`src/rtl/chipsel_pkg.sv`:
```
package chipsel_pkg;
  localparam int DIV_W = 4;  // holds tick counts 2, 4, 8
  localparam int OFS_W = 5;  // largest offset is 2*8 = 16

  typedef enum logic [1:0] {
    SETUP_NONE  = 2'b00,
    SETUP_RSV   = 2'b01,
    SETUP_SHORT = 2'b10,
    SETUP_LONG  = 2'b11
  } setup_e;

  function automatic logic [DIV_W-1:0] ticks_per_cycle(input logic [1:0] sel);
    case (sel)
      2'd0:    ticks_per_cycle = DIV_W'(2);
      2'd1:    ticks_per_cycle = DIV_W'(4);
      default: ticks_per_cycle = DIV_W'(8);
    endcase
  endfunction
endpackage

```
`src/rtl/cst_offset.sv`:
```
module cst_offset
  import chipsel_pkg::*;
(
  input  logic [DIV_W-1:0] d,
  input  setup_e           code,
  input  logic             xsetup,
  output logic [OFS_W-1:0] ofs
);
  logic [OFS_W-1:0] d5, quarter, half, twice;

  always_comb begin
    d5      = OFS_W'(d);
    quarter = d5 >> 2;
    half    = d5 >> 1;
    twice   = d5 << 1;
    case (code)
      SETUP_NONE: ofs = '0;
      SETUP_LONG: ofs = xsetup ? twice : half;
      // short and reserved codes: round up to the next legal offset
      default: begin
        if (xsetup) ofs = (d5 == OFS_W'(4)) ? d5 : twice;
        else        ofs = (d5 == OFS_W'(2)) ? half : quarter;
      end
    endcase
  end
endmodule

```
`src/rtl/cst_span.sv`:
```
module cst_span
  import chipsel_pkg::*;
#(
  parameter int SCY_W  = 4,
  parameter int SPAN_W = 9
) (
  input  logic [DIV_W-1:0] d,
  input  logic [SCY_W-1:0] scy,
  input  logic             relaxed,
  output logic [SPAN_W-1:0] span
);
  logic [SPAN_W-1:0] waits;

  always_comb begin
    waits = relaxed ? SPAN_W'({scy, 1'b0}) : SPAN_W'(scy);
    span  = SPAN_W'(d) * (waits + SPAN_W'(2));
  end
endmodule

```
`src/rtl/cst_seq.sv`:
```
module cst_seq #(
  parameter int CNT_W = 10
) (
  input  logic             clk,
  input  logic             rst_n,
  input  logic             start,
  input  logic             is_write,
  input  logic [CNT_W-1:0] ale_end,
  input  logic [CNT_W-1:0] cs_start,
  input  logic [CNT_W-1:0] cs_end,
  output logic             busy,
  output logic             ale,
  output logic             cs,
  output logic             we,
  output logic             done
);
  logic [CNT_W-1:0] tick;
  logic [CNT_W-1:0] last_tick;

  assign last_tick = cs_end - CNT_W'(1);

  always_ff @(posedge clk or negedge rst_n) begin
    if (!rst_n) begin
      busy <= 1'b0;
      tick <= '0;
    end else if (start) begin
      busy <= 1'b1;
      tick <= '0;
    end else if (busy) begin
      if (tick == last_tick) busy <= 1'b0;
      else                   tick <= tick + CNT_W'(1);
    end
  end

  always_comb begin
    ale  = busy && (tick < ale_end);
    cs   = busy && (tick >= cs_start) && (tick < cs_end);
    we   = busy && is_write && (tick > cs_start) && (tick < last_tick);
    done = busy && (tick == last_tick);
  end
endmodule

```
`src/rtl/chipsel_timing.sv`:
```
module chipsel_timing
  import chipsel_pkg::*;
#(
  parameter int SCY_W = 4
) (
  input  logic             clk,
  input  logic             rst_n,
  input  logic             req_valid,
  output logic             req_ready,
  input  logic [1:0]       req_acs,
  input  logic             req_xacs,
  input  logic             req_trlx,
  input  logic [SCY_W-1:0] req_scy,
  input  logic             req_wr,
  input  logic [1:0]       div_sel,
  output logic             ale,
  output logic             cs,
  output logic             we,
  output logic             done
);
  localparam int MAX_SPAN = 8 * (2 + 2 * ((1 << SCY_W) - 1));
  localparam int SPAN_W   = $clog2(MAX_SPAN + 1);
  localparam int CNT_W    = SPAN_W + 1;

  logic             busy, accept;
  setup_e           code_q;
  logic             xacs_q, trlx_q, wr_q;
  logic [SCY_W-1:0] scy_q;
  logic [1:0]       div_q;
  logic [DIV_W-1:0] d;
  logic [OFS_W-1:0] ofs;
  logic [SPAN_W-1:0] span;
  logic [CNT_W-1:0] ale_end, cs_start, cs_end;

  assign req_ready = !busy;
  assign accept    = req_valid && req_ready;

  always_ff @(posedge clk or negedge rst_n) begin
    if (!rst_n) begin
      code_q <= SETUP_NONE;
      xacs_q <= 1'b0;
      trlx_q <= 1'b0;
      wr_q   <= 1'b0;
      scy_q  <= '0;
      div_q  <= 2'd0;
    end else if (accept) begin
      code_q <= setup_e'(req_acs);
      xacs_q <= req_xacs;
      trlx_q <= req_trlx;
      wr_q   <= req_wr;
      scy_q  <= req_scy;
      div_q  <= div_sel;
    end
  end

  assign d = ticks_per_cycle(div_q);

  cst_offset u_ofs (
    .d      (d),
    .code   (code_q),
    .xsetup (xacs_q),
    .ofs    (ofs)
  );

  cst_span #(.SCY_W(SCY_W), .SPAN_W(SPAN_W)) u_span (
    .d       (d),
    .scy     (scy_q),
    .relaxed (trlx_q),
    .span    (span)
  );

  assign ale_end  = CNT_W'(d);
  assign cs_start = ale_end + CNT_W'(ofs);
  assign cs_end   = cs_start + CNT_W'(span);

  cst_seq #(.CNT_W(CNT_W)) u_seq (
    .clk      (clk),
    .rst_n    (rst_n),
    .start    (accept),
    .is_write (wr_q),
    .ale_end  (ale_end),
    .cs_start (cs_start),
    .cs_end   (cs_end),
    .busy     (busy),
    .ale      (ale),
    .cs       (cs),
    .we       (we),
    .done     (done)
  );
endmodule

```
`config.mk`:
```
export PLATFORM = sky130hd
export DESIGN_NAME = chipsel_timing
export DESIGN_NICKNAME = d
export VERILOG_FILES = /design/src/rtl/chipsel_pkg.sv /design/src/rtl/cst_offset.sv /design/src/rtl/cst_span.sv /design/src/rtl/cst_seq.sv /design/src/rtl/chipsel_timing.sv
export SDC_FILE = /design/constraint.sdc
export NUM_CORES = 1
export LEC_CHECK = 0
export CAP_MARGIN = 20
export CORE_UTILIZATION = 54
export CTS_CLUSTER_DIAMETER = 150
export CTS_CLUSTER_SIZE = 12
export DETAILED_ROUTE_END_ITERATION = 6
export PLACE_DENSITY = 0.86
export SLEW_MARGIN = 20
export SYNTH_ARGS = -nofsm -noshare
export SYNTH_HDL_FRONTEND = slang
export SYNTH_SLANG_ARGS = --single-unit
```
`constraint.sdc`:
```
create_clock -name clk -period 5.4 [get_ports clk]
set_clock_uncertainty 0.1 [all_clocks]
set_input_delay 0.81 -clock clk [delete_from_list [all_inputs] [get_ports clk]]
set_output_delay 0.81 -clock clk [all_outputs]
set_load 0.01 [all_outputs]
```
== Word level (Yosys, flattened, before mapping) ==
Index checks and enable logic that the tools add are counted.

* Output and inout bits: 5
* Logic and storage cells: 51
* Bits in registers: 22
* Input port bits: 14

* Multiply operators: 1
* Eq/ne operators: 6
* Mux-type cells: 13
* Magnitude comparators: 5
* Reduce and logical (&&, ||, !) cells: 13
* Add/sub/neg operators: 5

{| class="wikitable"
|+ Operators with widths
! operator !! number
|-
| $mux W10 || 3
|-
| $lt A10 B10 Y1 || 2
|-
| $mux W5 || 4
|-
| $add A10 B1 Y10 const B || 1
|-
| $add A6 B9 Y10 || 1
|-
| $eq A10 B10 Y1 || 1
|-
| $ge A10 B6 Y1 || 1
|-
| $gt A10 B6 Y1 || 1
|-
| $lt A10 B4 Y1 || 1
|-
| $pmux W5 S2 || 1
|-
| $sub A10 B1 Y10 const B || 1
|-
| $add A9 B2 Y9 const B || 1
|-
| $mul A4 B9 Y9 || 1
|-
| $logic_and A1 B1 Y1 || 8
|-
| $pmux W4 S2 || 1
|-
| $add A4 B5 Y6 || 1
|-
| $eq A4 B2 Y1 const B || 1
|-
| $eq A4 B3 Y1 const B || 1
|-
| $logic_not A2 Y1 || 2
|-
| $mux W1 || 3
|-
| $mux W3 || 1
|-
| $eq A2 B1 Y1 const B || 1
|-
| $eq A2 B2 Y1 const B || 1
|-
| $ne A2 B2 Y1 const B || 1
|-
| 3 further kinds || 3
|}

== Logic depth before layout (Yosys ltp) ==
* Word-level depth: 13
* Mapped depth: 26
* Depth with buffers taken out: 25

== Hierarchy ==
From an unflattened synthesis, not the netlist that was laid out.

* Cell total of the unflattened synthesis: 394
* Area, all modules: 3380.7 sq um

{| class="wikitable"
|+ Modules (own cells, without submodules)
! module !! area each (sq um) !! instances !! seq. area each (sq um) !! cells an instance
|-
| cst_seq || 1594.0 || 1 || 275.3 || 198
|-
| chipsel_timing || 862.1 || 1 || 275.3 || 84
|-
| cst_span || 773.2 || 1 || 0.0 || 96
|-
| cst_offset || 151.4 || 1 || 0.0 || 16
|}

== Worst setup path before layout ==
OpenSTA, ideal clock, no wires.

* Path type: register to output
* Start: register trlx_q
* End: output port we
* Data required time: 4.490 ns
* Setup slack: -0.289 ns
* Cell stages (with the launch flop): 22
* Data arrival time: 4.779 ns
* Buffers on the path: 1
* Cells stage by stage: dfrtp_1 buf_2 o21ai_0 ha_1 xor2_1 nor2_1 fa_1 ha_1 ha_1 fa_1 ha_1 nor2b_1 o21ai_1 xnor2_1 nand4_1 xnor2_1 ha_1 nand4_1 nor3_1 nor4_1 o211ai_1 a21oi_1

* Word-level cells in the longest chain between the ends: 7

{| class="wikitable"
|+ Ends and longest elaborated chain
! element !! RTL line !! text
|-
| from (decl) || chipsel_timing.sv:27 || <nowiki>logic xacs_q, trlx_q, wr_q;</nowiki>
|-
| from (signal assigned) || chipsel_timing.sv:49 || <nowiki>trlx_q <= req_trlx;</nowiki>
|-
| $mux W5 || cst_span.sv:15 || <nowiki>waits = relaxed ? SPAN_W'({scy, 1'b0}) : SPAN_W'(scy);</nowiki>
|-
| $add A9 B2 Y9 || cst_span.sv:16 || <nowiki>span = SPAN_W'(d) * (waits + SPAN_W'(2));</nowiki>
|-
| $mul A4 B9 Y9 || cst_span.sv:16 ||
|-
| $add A6 B9 Y10 || chipsel_timing.sv:74 || <nowiki>assign cs_end = cs_start + CNT_W'(span);</nowiki>
|-
| $sub A10 B1 Y10 || cst_seq.sv:20 || <nowiki>assign last_tick = cs_end - CNT_W'(1);</nowiki>
|-
| $lt A10 B10 Y1 || cst_seq.sv:38 || <nowiki>we = busy && is_write && (tick > cs_start) && (tick < last_tick);</nowiki>
|-
| $logic_and A1 B1 Y1 || cst_seq.sv:38 ||
|-
| to (decl) || chipsel_timing.sv:18 || <nowiki>output logic we,</nowiki>
|}

No other way between the ends.

== Worst setup path in the final report ==
Same ends and word-level chain as after synthesis.

==> run_results.csv <==
group,metric,value,unit
final_layout,drive_gt1_share,34.4,%
global_route,grt_pass1_wl,14300,um
cts,cts_max_level,1,
sta,rsz0062_at_grt,"yes",
floorplan,initial_utilization,56.2,%
placed_design,portBuffers,18,
route,wirelength,9800,um
sta,min_period,6110,ps
setup_path,r2r_cells,26,
sta,slew_viol_final,0,
global_route,met2_usage,60.7,%
final_layout,fin_util,81.9,%
cts,cts_hold_repair.buffers,0,
sta,timing.fmax,0.164,GHz
synth,synth-edff-count,0,
synth,syn-num-nets,393,
placed_design,gp_congestion,0.874,
final_layout,instances_no_fill,468,
cts,cts_made_buffers,3,
route,vias,2975,
sta,setup_viol,14,
final_layout,stdcell_area,0.00389,mm2
final_layout,layout_common_cells,"56 x buf_4, 44 x nand2_1, 39 x ha_1",
global_route,grt_pass1_vias,3044,
synth,synth_cells,322,
flow_run,drv_cap,0,
status,violations,"negative setup slack",
global_route,busiest_layer,"met2",
synth,ys_ff_latch,22,
sta,fin_crit_sh,113,%
setup_path,r2r-start,"trlx_q",
sta,tightest_slew,716,ps
setup_path,cp-endpoint,"we",
synth,synth_ff_type,"dfrtp_1",
synth,avgSynthCellArea,8.30,um2
final_layout,final_common_cell,"buf_4",
cts,cts_buffer_depth,2,
synth,synthDistinctLibCells,43,
floorplan,io_pins,19,
synth,async_flop_share,100,%
cts,root_buffer,"clkbuf_8",
sta,relSlewSlack,52.0,%
global_route,grt_max_degree,23,
floorplan,die_area,0.00524,mm2
setup_path,path_max_fanout,5,
floorplan,rows,25,
cts,tritoncts,"yes",
setup_path,crit_path_end_kind,"output pin",
global_route,met1_usage,42.7,%
route,drc_errors,0,
placed_design,dp_hpwl,5380,um
synth,syn-cell-area,0.00267,mm2
final_layout,antenna_cells,0,
global_route,use_met3,4.58,%
min_path,hp-class,"primary input to async pin",
sta,hold-worst-slack,409,ps
route,wl_per_cell,20.9,um
route,vias_per_cell,6.36,
final_layout,area_growth,45.6,%
cts,clkLatencyLatePin,270,ps
cts,clk_pin_slew,80,ps
sta,hold_viol,0,
status,status,"finished with violations",
setup_path,crit_type,"flip-flop to output pin",
floorplan,dieWidth,72.4,um
synth,yosys_warnings,0,
route,drtAntennaViolNets,0,
global_route,antenna_found_initial,0,
global_route,globalRouteOverflowTotal,0,
route,firstDrtPassIters,5,
setup_path,r2r_end,"u_seq.tick[8]",
cts,cts.sinks,22,
placed_design,place_inst,460,
placed_design,dpl-instance-area,0.00340,mm2
setup_path,required,4490,ps
global_route,grtUsageTotal,35.8,%
setup_path,cp-start-kind,"flip-flop",
final_layout,nets,473,
floorplan,core-area,0.00475,mm2
synth,seq_area_frac_synth,20.6,%
setup_path,worstPathArrival,5200,ps
sta,fin_ws,-712,ps
setup_path,r2r_setup_slack,-280,ps
route,drtIter0Drc,243,
setup_path,crit_start,"trlx_q",
floorplan,die_height,72.4,um
==> cell usage after synthesis, types with 2 or more instances <==
cell      instances  area [um2]
a211oi_1          3        22.5
xor2_1           10        87.6
a31oi_1           2        12.5
o31ai_1           3        22.5
o21bai_1          2        15.0
a22oi_1           2        15.0
clkbuf_1          5        18.8
mux2i_1           2        20.0
nor2b_1           7        43.8
nand2b_1          5        31.3
nand3_1           9        45.0
nand4_1           6        37.5
o21a_1            4        30.0
and2_1            2        12.5
nand2_1          47         176
dfrtp_1          22         551
xnor2_1          14         123
o21ai_1           3        15.0
nor3_1            5        25.0
or4_1             2        15.0
buf_2             2        10.0
nor4_1            3        18.8
a21o_1           10        75.1
or2_2             2        12.5
mux2_2            2        22.5
o21ai_0          13        65.1
ha_1             50         626
nor2_1           24        90.1
fa_1              7         140
inv_1            26        97.6
a21oi_1          14        70.1
o211ai_1          3        22.5
==> critical path, cell delays in order (launching register included) <==
cell and delay, ps:
dfrtp_1 410, buf_6 140, buf_6 120, mux2i_4 280
xor2_4 210, buf_6 130, nor2_2 40, fa_1 600
ha_4 240, fa_2 580, ha_4 220, a21oi_4 170
o21bai_4 140, xnor2_1 160, nand4_1 180, xnor2_2 180
ha_1 290, nand4_1 120, nor3_2 50, nor4_1 180
o211ai_1 160, a21oi_2 170, buf_2 160
==> cells by family after synthesis <==
| group | share of synthesized area [%] |
|---|---|
| compound gates | 14.7 |
| fa+ha+maj | 28.6 |
| buf+inv | 4.87 |
| simple gates | 21.7 |
| xor+xnor | 7.86 |
| flops | 20.6 |
| mux | 1.59 |
==> metal layers <==
layer	wire length [um]	share of wire, %
met1	3760	38
met2	4770	49
met3	733	7.5
met4	540	5.5
met5	0	0
==> worst min-delay path by stage <==
stage / slack [ps] / from / depth (start not counted) / endpoint
global placement: 370 / code_q[0] / 2 / code_q[0]
finish: 410 / rst_n / 1 / wr_q
detailed placement: 370 / code_q[1] / 2 / code_q[1]
floorplan: 350 / wr_q / 2 / wr_q
global route: 440 / rst_n / 1 / u_seq.busy
CTS: 430 / wr_q / 2 / wr_q
==> metrics by stage <==
stage          setup TNS (ps)  setup WS [ps]
6_report                -3520           -712
2_1_floorplan            -294           -165
5_1_grt                 -5860           -881
3_3_place_gp            -1530           -597
3_5_place_dp            -2720           -738
4_1_cts                 -1080           -563
==> repair_timing <==
item | 4_1_cts | 5_1_grt
gates resized for setup | 60 | 37
endpoints found under the setup margin | 12 | 14
hold endpoints to repair | 0 | 0
pin swaps | 24 | 19
buffers inserted | 3 | 2
==> flip-flops by register name (all words and copies together), names as in the netlist <==
name and count:
u_seq.tick 10, trlx_q 1, xacs_q 1, wr_q 1, code_q 2, div_q 2
scy_q 4, u_seq.busy 1
==> area by class of cell <==
cell class	instances	area [um2]
fillers	251	861
inverters	27	101
flip-flops and latches	22	551
well taps	67	83.8
clock buffers	4	55.1
repair buffers	82	671
multi-input cells	266	2430
Power is not shown: default switching activity piles up to over one toggle a cycle in this logic, so the estimate is an artifact.
